<file path="src/rtl/alu_flag_pkg.sv">
package alu_flag_pkg;
  localparam int OP_W  = 5;
  localparam int FLG_W = 4;
  localparam int FZ = 0;
  localparam int FS = 1;
  localparam int FC = 2;
  localparam int FV = 3;

  localparam logic [FLG_W-1:0] MSK_NONE  = 4'b0000;
  localparam logic [FLG_W-1:0] MSK_ARITH = 4'b1111;
  localparam logic [FLG_W-1:0] MSK_LOGIC = 4'b1011;
  localparam logic [FLG_W-1:0] MSK_DZERO = 4'b1000;

  typedef enum logic [OP_W-1:0] {
    OP_ADD_R    = 5'd0,
    OP_ADD_I5   = 5'd1,
    OP_ADD_I16  = 5'd2,
    OP_SUB_R    = 5'd3,
    OP_RSUB_R   = 5'd4,
    OP_CMP_R    = 5'd5,
    OP_CMP_I5   = 5'd6,
    OP_MUL_R    = 5'd7,
    OP_MUL_I5   = 5'd8,
    OP_MUL_I16  = 5'd9,
    OP_DIV_R    = 5'd10,
    OP_AND_R    = 5'd11,
    OP_AND_I16  = 5'd12,
    OP_OR_R     = 5'd13,
    OP_OR_I16   = 5'd14,
    OP_XOR_R    = 5'd15,
    OP_XOR_I16  = 5'd16,
    OP_NOT_R    = 5'd17,
    OP_MOV_R    = 5'd18,
    OP_MOV_I5   = 5'd19,
    OP_MOVA_I16 = 5'd20,
    OP_MOVH_I16 = 5'd21
  } alu_op_e;
endpackage

</file>
<file path="src/rtl/alu_imm_ext.sv">
module alu_imm_ext #(
  parameter int DATA_W = 32,
  parameter int IMM_W  = 16,
  parameter int SIMM_W = 5
) (
  input  logic [IMM_W-1:0]  imm,
  output logic [DATA_W-1:0] ext_s5,
  output logic [DATA_W-1:0] ext_s16,
  output logic [DATA_W-1:0] ext_z16,
  output logic [DATA_W-1:0] ext_hi
);
  localparam int PAD_S = DATA_W - SIMM_W;
  localparam int PAD_L = DATA_W - IMM_W;

  assign ext_s5  = {{PAD_S{imm[SIMM_W-1]}}, imm[SIMM_W-1:0]};
  assign ext_s16 = {{PAD_L{imm[IMM_W-1]}}, imm};
  assign ext_z16 = {{PAD_L{1'b0}}, imm};
  assign ext_hi  = {imm, {PAD_L{1'b0}}};
endmodule

</file>
<file path="src/rtl/alu_single_cycle.sv">
module alu_single_cycle
  import alu_flag_pkg::*;
#(
  parameter int DATA_W = 32
) (
  input  logic [OP_W-1:0]   op,
  input  logic [DATA_W-1:0] src_a,
  input  logic [DATA_W-1:0] src_b,
  input  logic [DATA_W-1:0] ext_s5,
  input  logic [DATA_W-1:0] ext_s16,
  input  logic [DATA_W-1:0] ext_z16,
  input  logic [DATA_W-1:0] ext_hi,
  output logic [DATA_W-1:0] res,
  output logic              wr,
  output logic [FLG_W-1:0]  flg,
  output logic [FLG_W-1:0]  msk
);
  localparam int HALF = DATA_W / 2;
  localparam int AW   = DATA_W + 2;

  // {ov, carry, sum}
  function automatic logic [AW-1:0] add_core(input logic [DATA_W-1:0] x,
                                             input logic [DATA_W-1:0] y);
    logic [DATA_W:0] s;
    logic            v;
    s = {1'b0, x} + {1'b0, y};
    v = (x[DATA_W-1] == y[DATA_W-1]) && (s[DATA_W-1] != x[DATA_W-1]);
    return {v, s};
  endfunction

  // {ov, borrow, difference} for minuend m, subtrahend d
  function automatic logic [AW-1:0] sub_core(input logic [DATA_W-1:0] m,
                                             input logic [DATA_W-1:0] d);
    logic [DATA_W:0] r;
    logic            v;
    r = {1'b0, m} - {1'b0, d};
    v = (m[DATA_W-1] != d[DATA_W-1]) && (r[DATA_W-1] != m[DATA_W-1]);
    return {v, r};
  endfunction

  function automatic logic [FLG_W-1:0] arith_flags(input logic [AW-1:0] a);
    return {a[DATA_W+1], a[DATA_W], a[DATA_W-1], a[DATA_W-1:0] == '0};
  endfunction

  function automatic logic [FLG_W-1:0] logic_flags(input logic [DATA_W-1:0] r);
    return {2'b00, r[DATA_W-1], r == '0};
  endfunction

  function automatic logic [DATA_W-1:0] half_mul(input logic [DATA_W-1:0] x,
                                                 input logic [DATA_W-1:0] y);
    logic [DATA_W-1:0] lo;
    lo = {{HALF{1'b0}}, x[HALF-1:0]};
    return lo * y;
  endfunction

  logic [AW-1:0]     arith;
  logic [DATA_W-1:0] a_low;

  assign a_low = {{HALF{1'b0}}, src_a[HALF-1:0]};

  always_comb begin
    arith = '0;
    case (op)
      OP_ADD_R:   arith = add_core(src_b, src_a);
      OP_ADD_I5:  arith = add_core(src_b, ext_s5);
      OP_ADD_I16: arith = add_core(src_b, ext_s16);
      OP_SUB_R:   arith = sub_core(src_b, src_a);
      OP_RSUB_R:  arith = sub_core(src_a, src_b);
      OP_CMP_R:   arith = sub_core(src_b, src_a);
      OP_CMP_I5:  arith = sub_core(src_b, ext_s5);
      default:    arith = '0;
    endcase
  end

  always_comb begin
    res = '0;
    wr  = 1'b0;
    flg = '0;
    msk = MSK_NONE;
    case (op)
      OP_ADD_R, OP_ADD_I5, OP_ADD_I16, OP_SUB_R, OP_RSUB_R: begin
        res = arith[DATA_W-1:0];
        wr  = 1'b1;
        flg = arith_flags(arith);
        msk = MSK_ARITH;
      end
      OP_CMP_R, OP_CMP_I5: begin
        res = arith[DATA_W-1:0];
        flg = arith_flags(arith);
        msk = MSK_ARITH;
      end
      OP_MUL_R: begin
        res = half_mul(src_b, a_low);
        wr  = 1'b1;
      end
      OP_MUL_I5: begin
        res = half_mul(src_b, ext_s5);
        wr  = 1'b1;
      end
      OP_MUL_I16: begin
        res = half_mul(src_b, ext_z16);
        wr  = 1'b1;
      end
      OP_AND_R: begin
        res = src_a & src_b;
        wr  = 1'b1;
        flg = logic_flags(src_a & src_b);
        msk = MSK_LOGIC;
      end
      OP_AND_I16: begin
        res = src_b & ext_z16;
        wr  = 1'b1;
        flg = {3'b000, (src_b & ext_z16) == '0};
        msk = MSK_LOGIC;
      end
      OP_OR_R: begin
        res = src_a | src_b;
        wr  = 1'b1;
        flg = logic_flags(src_a | src_b);
        msk = MSK_LOGIC;
      end
      OP_OR_I16: begin
        res = src_b | ext_z16;
        wr  = 1'b1;
        flg = logic_flags(src_b | ext_z16);
        msk = MSK_LOGIC;
      end
      OP_XOR_R: begin
        res = src_a ^ src_b;
        wr  = 1'b1;
        flg = logic_flags(src_a ^ src_b);
        msk = MSK_LOGIC;
      end
      OP_XOR_I16: begin
        res = src_b ^ ext_z16;
        wr  = 1'b1;
        flg = logic_flags(src_b ^ ext_z16);
        msk = MSK_LOGIC;
      end
      OP_NOT_R: begin
        res = ~src_a;
        wr  = 1'b1;
        flg = logic_flags(~src_a);
        msk = MSK_LOGIC;
      end
      OP_MOV_R: begin
        res = src_a;
        wr  = 1'b1;
      end
      OP_MOV_I5: begin
        res = ext_s5;
        wr  = 1'b1;
      end
      OP_MOVA_I16: begin
        res = src_b + ext_s16;
        wr  = 1'b1;
      end
      OP_MOVH_I16: begin
        res = src_b + ext_hi;
        wr  = 1'b1;
      end
      default: begin
        res = '0;
      end
    endcase
  end
endmodule

</file>
<file path="src/rtl/alu_div_seq.sv">
module alu_div_seq #(
  parameter int DATA_W = 32,
  parameter int DVS_W  = 16
) (
  input  logic              clk,
  input  logic              rst_n,
  input  logic              start,
  input  logic [DATA_W-1:0] dividend,
  input  logic [DVS_W-1:0]  divisor,
  output logic              busy,
  output logic              done,
  output logic              dz,
  output logic              ovf,
  output logic [DATA_W-1:0] quot
);
  localparam int CNT_W = $clog2(DATA_W + 1);
  localparam logic [DATA_W-1:0] MIN_NEG = {1'b1, {(DATA_W-1){1'b0}}};
  localparam logic [CNT_W-1:0]  STEPS   = CNT_W'(DATA_W);

  typedef enum logic [1:0] {DV_IDLE, DV_RUN, DV_DONE} dv_state_e;

  dv_state_e         st_q;
  logic [DATA_W-1:0] rem_q, quo_q, mag_q;
  logic              neg_q, dz_q, ov_q;
  logic [CNT_W-1:0]  cnt_q;

  logic [DATA_W-1:0] dvs_x, dvd_mag, dvs_mag;
  logic [DATA_W:0]   rem_sh, rem_sub;
  logic              fits, start_dz, start_ov;
  logic              div_unused_top;

  assign dvs_x    = {{(DATA_W-DVS_W){divisor[DVS_W-1]}}, divisor};
  assign dvd_mag  = dividend[DATA_W-1] ? -dividend : dividend;
  assign dvs_mag  = dvs_x[DATA_W-1] ? -dvs_x : dvs_x;
  assign start_dz = (divisor == '0);
  assign start_ov = (dividend == MIN_NEG) && (&divisor);

  // one restoring step: shift in the next dividend bit and try the divisor
  assign rem_sh  = {rem_q, quo_q[DATA_W-1]};
  assign fits    = rem_sh >= {1'b0, mag_q};
  assign rem_sub = rem_sh - {1'b0, mag_q};
  assign div_unused_top = rem_sub[DATA_W];

  always_ff @(posedge clk) begin
    if (!rst_n) begin
      st_q  <= DV_IDLE;
      rem_q <= '0;
      quo_q <= '0;
      mag_q <= '0;
      neg_q <= 1'b0;
      dz_q  <= 1'b0;
      ov_q  <= 1'b0;
      cnt_q <= '0;
    end else begin
      case (st_q)
        DV_IDLE: begin
          if (start) begin
            neg_q <= dividend[DATA_W-1] ^ dvs_x[DATA_W-1];
            dz_q  <= start_dz;
            ov_q  <= start_ov;
            mag_q <= dvs_mag;
            rem_q <= '0;
            quo_q <= dvd_mag;
            cnt_q <= STEPS;
            st_q  <= (start_dz || start_ov) ? DV_DONE : DV_RUN;
          end
        end
        DV_RUN: begin
          rem_q <= fits ? rem_sub[DATA_W-1:0] : rem_sh[DATA_W-1:0];
          quo_q <= {quo_q[DATA_W-2:0], fits};
          cnt_q <= cnt_q - 1'b1;
          if (cnt_q == CNT_W'(1)) st_q <= DV_DONE;
        end
        default: st_q <= DV_IDLE;
      endcase
    end
  end

  assign busy = (st_q != DV_IDLE);
  assign done = (st_q == DV_DONE);
  assign dz   = dz_q;
  assign ovf  = ov_q;
  assign quot = ov_q ? MIN_NEG : (dz_q ? '0 : (neg_q ? -quo_q : quo_q));
endmodule

</file>
<file path="src/rtl/alu_flag_unit.sv">
module alu_flag_unit
  import alu_flag_pkg::*;
#(
  parameter int DATA_W = 32,
  parameter int IMM_W  = 16,
  parameter int SIMM_W = 5
) (
  input  logic              clk,
  input  logic              rst_n,
  input  logic              op_valid,
  input  logic [OP_W-1:0]   op_code,
  input  logic [DATA_W-1:0] src_a,
  input  logic [DATA_W-1:0] src_b,
  input  logic [IMM_W-1:0]  imm,
  output logic              op_ready,
  output logic              res_valid,
  output logic [DATA_W-1:0] res_data,
  output logic              res_wr,
  output logic [FLG_W-1:0]  res_flags,
  output logic [FLG_W-1:0]  res_mask
);
  localparam int HALF = DATA_W / 2;

  logic [DATA_W-1:0] ext_s5, ext_s16, ext_z16, ext_hi;
  logic [DATA_W-1:0] sc_res;
  logic              sc_wr;
  logic [FLG_W-1:0]  sc_flg, sc_msk;

  // named events for the checker
  logic acc_fire, acc_is_div, div_start, single_fire;
  logic div_busy, div_done, div_dz, div_ovf;
  logic [DATA_W-1:0] div_quot;
  logic [FLG_W-1:0]  div_flg, div_msk;

  assign op_ready    = !div_busy;
  assign acc_fire    = op_valid && op_ready;
  assign acc_is_div  = (op_code == OP_DIV_R);
  assign div_start   = acc_fire && acc_is_div;
  assign single_fire = acc_fire && !acc_is_div;

  alu_imm_ext #(.DATA_W(DATA_W), .IMM_W(IMM_W), .SIMM_W(SIMM_W)) u_ext (
    .imm(imm), .ext_s5(ext_s5), .ext_s16(ext_s16), .ext_z16(ext_z16), .ext_hi(ext_hi)
  );

  alu_single_cycle #(.DATA_W(DATA_W)) u_sc (
    .op(op_code), .src_a(src_a), .src_b(src_b),
    .ext_s5(ext_s5), .ext_s16(ext_s16), .ext_z16(ext_z16), .ext_hi(ext_hi),
    .res(sc_res), .wr(sc_wr), .flg(sc_flg), .msk(sc_msk)
  );

  alu_div_seq #(.DATA_W(DATA_W), .DVS_W(HALF)) u_div (
    .clk(clk), .rst_n(rst_n), .start(div_start),
    .dividend(src_b), .divisor(src_a[HALF-1:0]),
    .busy(div_busy), .done(div_done), .dz(div_dz), .ovf(div_ovf), .quot(div_quot)
  );

  always_comb begin
    if (div_dz) begin
      div_flg = 4'b1000;
      div_msk = MSK_DZERO;
    end else begin
      div_flg = {div_ovf, 1'b0, div_quot[DATA_W-1], div_quot == '0};
      div_msk = MSK_LOGIC;
    end
  end

  always_ff @(posedge clk) begin
    if (!rst_n) begin
      res_valid <= 1'b0;
      res_data  <= '0;
      res_wr    <= 1'b0;
      res_flags <= '0;
      res_mask  <= '0;
    end else begin
      res_valid <= single_fire || div_done;
      if (single_fire) begin
        res_data  <= sc_res;
        res_wr    <= sc_wr;
        res_flags <= sc_flg;
        res_mask  <= sc_msk;
      end else if (div_done) begin
        res_data  <= div_quot;
        res_wr    <= !div_dz;
        res_flags <= div_flg;
        res_mask  <= div_msk;
      end else begin
        res_wr    <= 1'b0;
      end
    end
  end
endmodule

</file>
<file path="config.mk">
export PLATFORM = sky130hd
export DESIGN_NAME = alu_flag_unit
export DESIGN_NICKNAME = d
export VERILOG_FILES = /design/src/rtl/alu_flag_pkg.sv /design/src/rtl/alu_imm_ext.sv /design/src/rtl/alu_single_cycle.sv /design/src/rtl/alu_div_seq.sv /design/src/rtl/alu_flag_unit.sv
export SDC_FILE = /design/constraint.sdc
export NUM_CORES = 2
export LEC_CHECK = 0
export CAP_MARGIN = 5
export CORE_UTILIZATION = 42
export DETAILED_ROUTE_END_ITERATION = 8
export PLACE_DENSITY_LB_ADDON = 0.15
export RECOVER_POWER = 100
export SLEW_MARGIN = 5
export SYNTH_ARGS = -nofsm -noshare
export SYNTH_HDL_FRONTEND = slang
export SYNTH_HIERARCHICAL = 1
export SYNTH_SLANG_ARGS = --single-unit
</file>
<file path="constraint.sdc">
create_clock -name clk -period 19.8 [get_ports clk]
set_input_delay 4.95 -clock clk [delete_from_list [all_inputs] [get_ports clk]]
set_output_delay 4.95 -clock clk [all_outputs]
set_load 0.01 [all_outputs]
</file>
Word-level counts from Yosys, hierarchy flattened

Cells that the tools add are included.

Input bits: 88
Word-level logic and storage cells: 146
Register bits after elaboration: 149

Bitwise logic cells: 8
$add $sub $neg: 13
Equality and inequality tests: 39
Mux-type cells: 31
$mul: 3
Reductions and logical operators: 38
Magnitude comparators: 1

Operators with widths:

| kind                                                             | count |
|---|---|
| 32-bit one-hot mux with 15 select lines                          | 1 |
| 32-bit two-way mux                                               | 10 |
| 32-bit zero test                                                 | 9 |
| 34-bit one-hot mux with 6 select lines                           | 1 |
| 32-bit one-hot mux with 2 select lines                           | 2 |
| 32-bit by 32-bit adder with 33-bit output                        | 3 |
| 32-bit by 32-bit subtractor with 33-bit output                   | 3 |
| 32-bit negator                                                   | 3 |
| 32-bit adder                                                     | 2 |
| 16-bit by 16-bit multiplier with 32-bit output                   | 2 |
| 5-bit by 4-bit == test with 1-bit output (second input constant) | 8 |
| 33-bit by 32-bit >= comparator with 1-bit output                 | 1 |
| 32-bit by 16-bit bitwise AND with 32-bit output                  | 1 |
| 32-bit bitwise AND                                               | 1 |
| 32-bit == test (second input constant)                           | 1 |
| 32-bit NOT                                                       | 1 |
| 32-bit by 16-bit OR with 32-bit output                           | 1 |
| 32-bit OR                                                        | 1 |
| 4-bit one-hot mux with 8 select lines                            | 1 |
| 32-bit subtractor                                                | 1 |
| 32-bit by 16-bit bitwise XOR with 32-bit output                  | 1 |
| 32-bit bitwise XOR                                               | 1 |
| 5-bit == test (second input constant)                            | 6 |
| 17-bit by 5-bit multiplier with 22-bit output                    | 1 |
| other kinds (31)                                                 | 71 |

Logic depth before layout (Yosys ltp)

Word-level depth: 8
Depth in mapped cells: 31
Mapped depth without buffers: 29

Hierarchy

The synthesis kept the hierarchy.

By module, submodules not included:

| module           | times used | area an instance (um2) | cells an instance |
|---|---|---|---|
| alu_single_cycle | 1          | 48,099.9               | 6,311 |
| alu_div_seq      | 1          | 7,459.7                | 961 |
| alu_flag_unit    | 1          | 2,023.2                | 207 |
| alu_imm_ext      | 1          | 964.7                  | 129 |

Least setup slack after synthesis

OpenSTA, ideal clock, no wires.

Kind: input-to-reg
Start: input src_b[9]
End: register res_data[31]
Library setup time: 0.116 ns
Stages on the path: 28
Path slack: 7.804 ns
Arrival time: 11.880 ns
Path buffers: 3
Required time: 19.684 ns
Path through: clkbuf_1 > clkbuf_1 > buf_1 > nand2_1 > fa_1 > inv_1 > fa_1 > inv_1 > fa_1 > inv_1 > fa_1 > fa_1 > inv_1 > fa_1 > inv_1 > ha_1 > o21a_1 > o21ai_0 > a41oi_1 > o21a_1 > o21a_1 > a221o_1 > a41o_1 > o41ai_1 > o31ai_1 > xnor2_1 > a2111o_1 > o211a_1

Longest elaborated chain between the ends: 4

RTL lines:

| element                                                                                               | RTL line               | text |
|---|---|---|
| start: declaration                                                                                    | alu_flag_unit.sv:13    | `input logic [DATA_W-1:0] src_b,` |
| parallel branches: the longest is 2 deep, another holds 17-bit by 5-bit multiplier with 22-bit output | --                     |  |
| 32-bit one-hot mux with 15 select lines *                                                             | alu_single_cycle.sv:80 | `case (op)` |
| via sc_res[31]                                                                                        | alu_flag_unit.sv:25    | `logic [DATA_W-1:0] sc_res;` |
| 32-bit two-way mux *                                                                                  | alu_flag_unit.sv:76    | `if (single_fire) begin` |
| end signal: assignment                                                                                | alu_flag_unit.sv:77    | `res_data <= sc_res;` |
| end signal: assignment                                                                                | alu_flag_unit.sv:82    | `res_data <= div_quot;` |
| end: declaration                                                                                      | alu_flag_unit.sv:17    | `output logic [DATA_W-1:0] res_data,` |

Mark *: on every way through the listed nets, which the timed path passes.
A chain may end at the register's enable or synchronous reset.

Worst setup path in the final report

Start: input src_b[9]
End: register res_data[21]

The elaborated chain is that of the path after synthesis.

==> flow_summary.json <==
{
  "gp_congestion": 1.13,
  "first_global_vias": 57100,
  "root_buffer": "clkbuf_16",
  "endpoint_kind": "flop",
  "yosysWarnings": 6,
  "p_leak_nw": 28.8,
  "clock_latency_ps": 500,
  "min_period_ps": 17400,
  "grt_pass1_wl_um": 444000,
  "synth-main-ff-cell": "dfxtp_1",
  "arrival_ps": 17790,
  "nFillCells": 14100,
  "htree_levels": 4,
  "core.rowCount": 136,
  "multi_input_area_um2": 48800,
  "grt_usage_pct": 45.0,
  "synth_top_cell_by_area": "fa_1",
  "io_pins": 131,
  "worstRegToRegCells": 10,
  "drt_first_pass_iters": 9,
  "initial_core_util_pct": 42.5,
  "timing.final.crit_share_pct": 87.9,
  "rsz0062_at_grt": "no",
  "grt_overflow": 0,
  "r2r_end": "u_div/mag_q[15]",
  "drv_slew": 334,
  "grt_max_degree": 113,
  "worst_path_most_repeated_cell": "fa_1",
  "clk_pin_slew_ps": 80,
  "wl_um": 322000,
  "layout-drive-gt1-share_pct": 4.95,
  "synthCells": 7608,
  "synth.area.top_cells": "fa_1 28%, ha_1 13%, inv_1 7.5%, nand2_1 6.0%, dfxtp_1 5.1%",
  "min_to": "u_div/mag_q[24]",
  "synth_top_area_share_pct": 27.7,
  "p_per_area_nw_per_um2": 190,
  "cp_slowest_cell": "clkbuf_1",
  "detailed_place_hpwl_um": 256000,
  "die_area_um2": 141000,
  "fin_skew_ps": 16.1,
  "critPathMaxFanout": 25,
  "post_cts_buffers": 0,
  "hold_class": "flop to flop",
  "syn-cell-area_um2": 58500,
  "die_h_um": 375,
  "area_growth_syn_to_layout_pct": 5.49,
  "fmax_mhz": 57.5,
  "timing.rr.start": "u_div/st_q[0]",
  "required_ps": 20190,
  "die_w_um": 375,
  "ys_seq_area_share_pct": 5.09,
  "coreArea_um2": 138000,
  "synth_seq_cells": 149,
  "antenna_left": 0,
  "final-hold-violation-count": 0,
  "synthDistinctLibCells": 97,
  "wl_per_cell_um": 34.8,
  "finalNetCount": 8938,
  "worstSetupPathType": "primary input to flop",
  "cts_tree": "yes",
  "failed_checks": "DRC, capacitance limit, slew limit",
  "numPortBuffers": 130,
  "drv_cap": 18,
  "finalHoldWorstSlack_ps": 451,
  "cts_resized": 0,
  "avgSynthCellArea_um2": 7.70,
  "ir_drop_v": 0.00102,
  "async_flop_share_pct": 0,
  "seqCellArea_um2": 2980,
  "drc": 2,
  "finalSetupTns_ps": 0,
  "cts_max_path_buffers": 2,
  "worstMarginPinSlew_ps": 3230,
  "utilization_pct": 44.8,
  "relSlewSlack_pct": -121,
  "vias": 59000,
  "cp-start-kind": "primary input",
  "cts_sinks": 149,
  "antenna_found_initial": 49,
  "drt_iter0_markers": 7783,
  "holdPathStages": 2,
  "r2r_setup_slack_ps": 14360,
  "status": "complete, but fails checks",
  "max_stage_delay_ps": 1640,
  "cts_buffers": 17,
  "viasPerCell": 6.36,
  "synth-edff-count": 0,
  "setup_viol": 0,
  "hp-start": "u_div/mag_q[24]",
  "hold_buffers": 0
}
state kept, by name, summed over array words and instances (netlist names):
signal / flops
u_div/neg_q: 1
u_div/cnt_q: 6
res_data: 32
res_flags: 4
u_div/st_q: 2
res_wr: 1
u_div/rem_q: 32
res_mask: 4
u_div/mag_q: 32
res_valid: 1
u_div/dz: 1
u_div/quo_q: 32
u_div/ovf: 1
where the power goes:
group | leakage, nW | switching, mW | internal, mW
clock | 0.293 | 0.175 | 0.170
combinational | 27.3 | 7.64 | 3.39
sequential | 1.21 | 0.0168 | 0.314
total | 28.8 | 7.83 | 3.88
cell usage after synthesis, drive strengths merged (19+ instances only):
cell type  instances
a221oi            54
nor3             113
and2              25
a222oi            45
o21a              41
and3              32
o41ai             22
a21o              96
o22ai             62
dfxtp            149
a21oi            327
inv             1174
mux2              39
o21bai            48
or4               27
o31ai             63
nor4              79
nand3            103
xnor2            212
nor2b             59
nand2            932
nand2b            47
a211oi            70
o21ai            280
a22oi             38
buf              199
a21boi            19
nand4             75
clkbuf           325
o211a             37
a2111oi           21
mux2i             67
fa               810
o211ai            51
nor2             776
ha               591
xor2             124
clkinv            31
or2               21
or3               37
a31oi             39
layer usage:
metal,vias up,part of all wire (%),GRT usage [%]
li1,24800,-,-
met2,3604,42,66.2
met1,29700,40,59.5
met5,-,0.12,0
met3,840,11,11.2
met4,32,6.9,26.3
layout by cell type (no fill, tap or decap), types with 45 or more instances in the layout:
cell,n
a21oi_1,326
mux2i_1,67
a211oi_1,69
o211ai_1,51
a221oi_1,54
fa_1,810
a21o_1,96
o22ai_1,62
xor2_1,123
clkdlybuf4s50_1,66
nor2b_1,57
o31ai_1,59
buf_4,179
ha_1,591
nor3_1,108
nand3_1,102
nand4_1,75
nor2_1,771
nand2_1,931
nor4_1,78
nand2b_1,47
inv_1,1162
o21ai_0,266
o21bai_1,47
xnor2_1,212
a222oi_1,45
dfxtp_1,149
metrics by stage:
stage / instances / power, mW / instance area [um2] / worst slack (ps)
after floorplan: 7639 / 6.21 / 58700 / 7800
after global placement: 9224 / 10.9 / 61200 / 5000
after detailed placement: 9224 / 10.9 / 61200 / 5020
after CTS: 9256 / 11.3 / 61800 / 5520
after global routing: 9256 / 12.1 / 61700 / 2740
final: 9272 / 11.7 / 61800 / 2400
worst max path at each step:
| stage | from | to | slack, ps | cells past startpoint |
|---|---|---|---|---|
| global route | src_b[9] | res_data[21] | 2740 | 29 |
| floorplan | src_b[9] | res_data[31] | 7800 | 28 |
| CTS | imm[4] | res_data[21] | 5520 | 28 |
| finish | src_b[9] | res_data[21] | 2400 | 29 |
| detailed placement | imm[4] | res_data[21] | 5020 | 28 |
| global placement | imm[4] | res_data[21] | 5000 | 28 |
critical path: cells and delay by family:
kind	cells	cell delay, ps
XOR/XNOR	1	210
buffers and inverters	8	4520
adder cells (fa/ha/maj)	7	3390
AND/OR/NAND/NOR	3	440
AO/OA/AOI/OAI	10	4170
kinds of logic (layout without fill, tap and decap cells):
| kind of cell | after synthesis | in the layout | synth area share [%] |
|---|---|---|---|
| other cells | 1 | 48 | 0.00641 |
| flops | 149 | 149 | 5.09 |
| simple gates | 2387 | 2387 | 18.1 |
| compound gates | 1499 | 1499 | 17.6 |
| buf+inv | 1729 | 1552 | 12.0 |
| mux | 106 | 106 | 1.90 |
| xor+xnor | 336 | 336 | 5.03 |
| fa+ha+maj | 1401 | 1401 | 40.3 |
final cells by class:
class,count,area share [%]
repair buffers,315,4.18
flip-flops and latches,149,4.83
clock inverters,15,0.286
clock buffers,17,0.689
multi-input cells,5761,79.0
diodes,16,0.0648
well taps,1794,3.63
inverters,1205,7.32
Power figures use the tool's default switching activity.
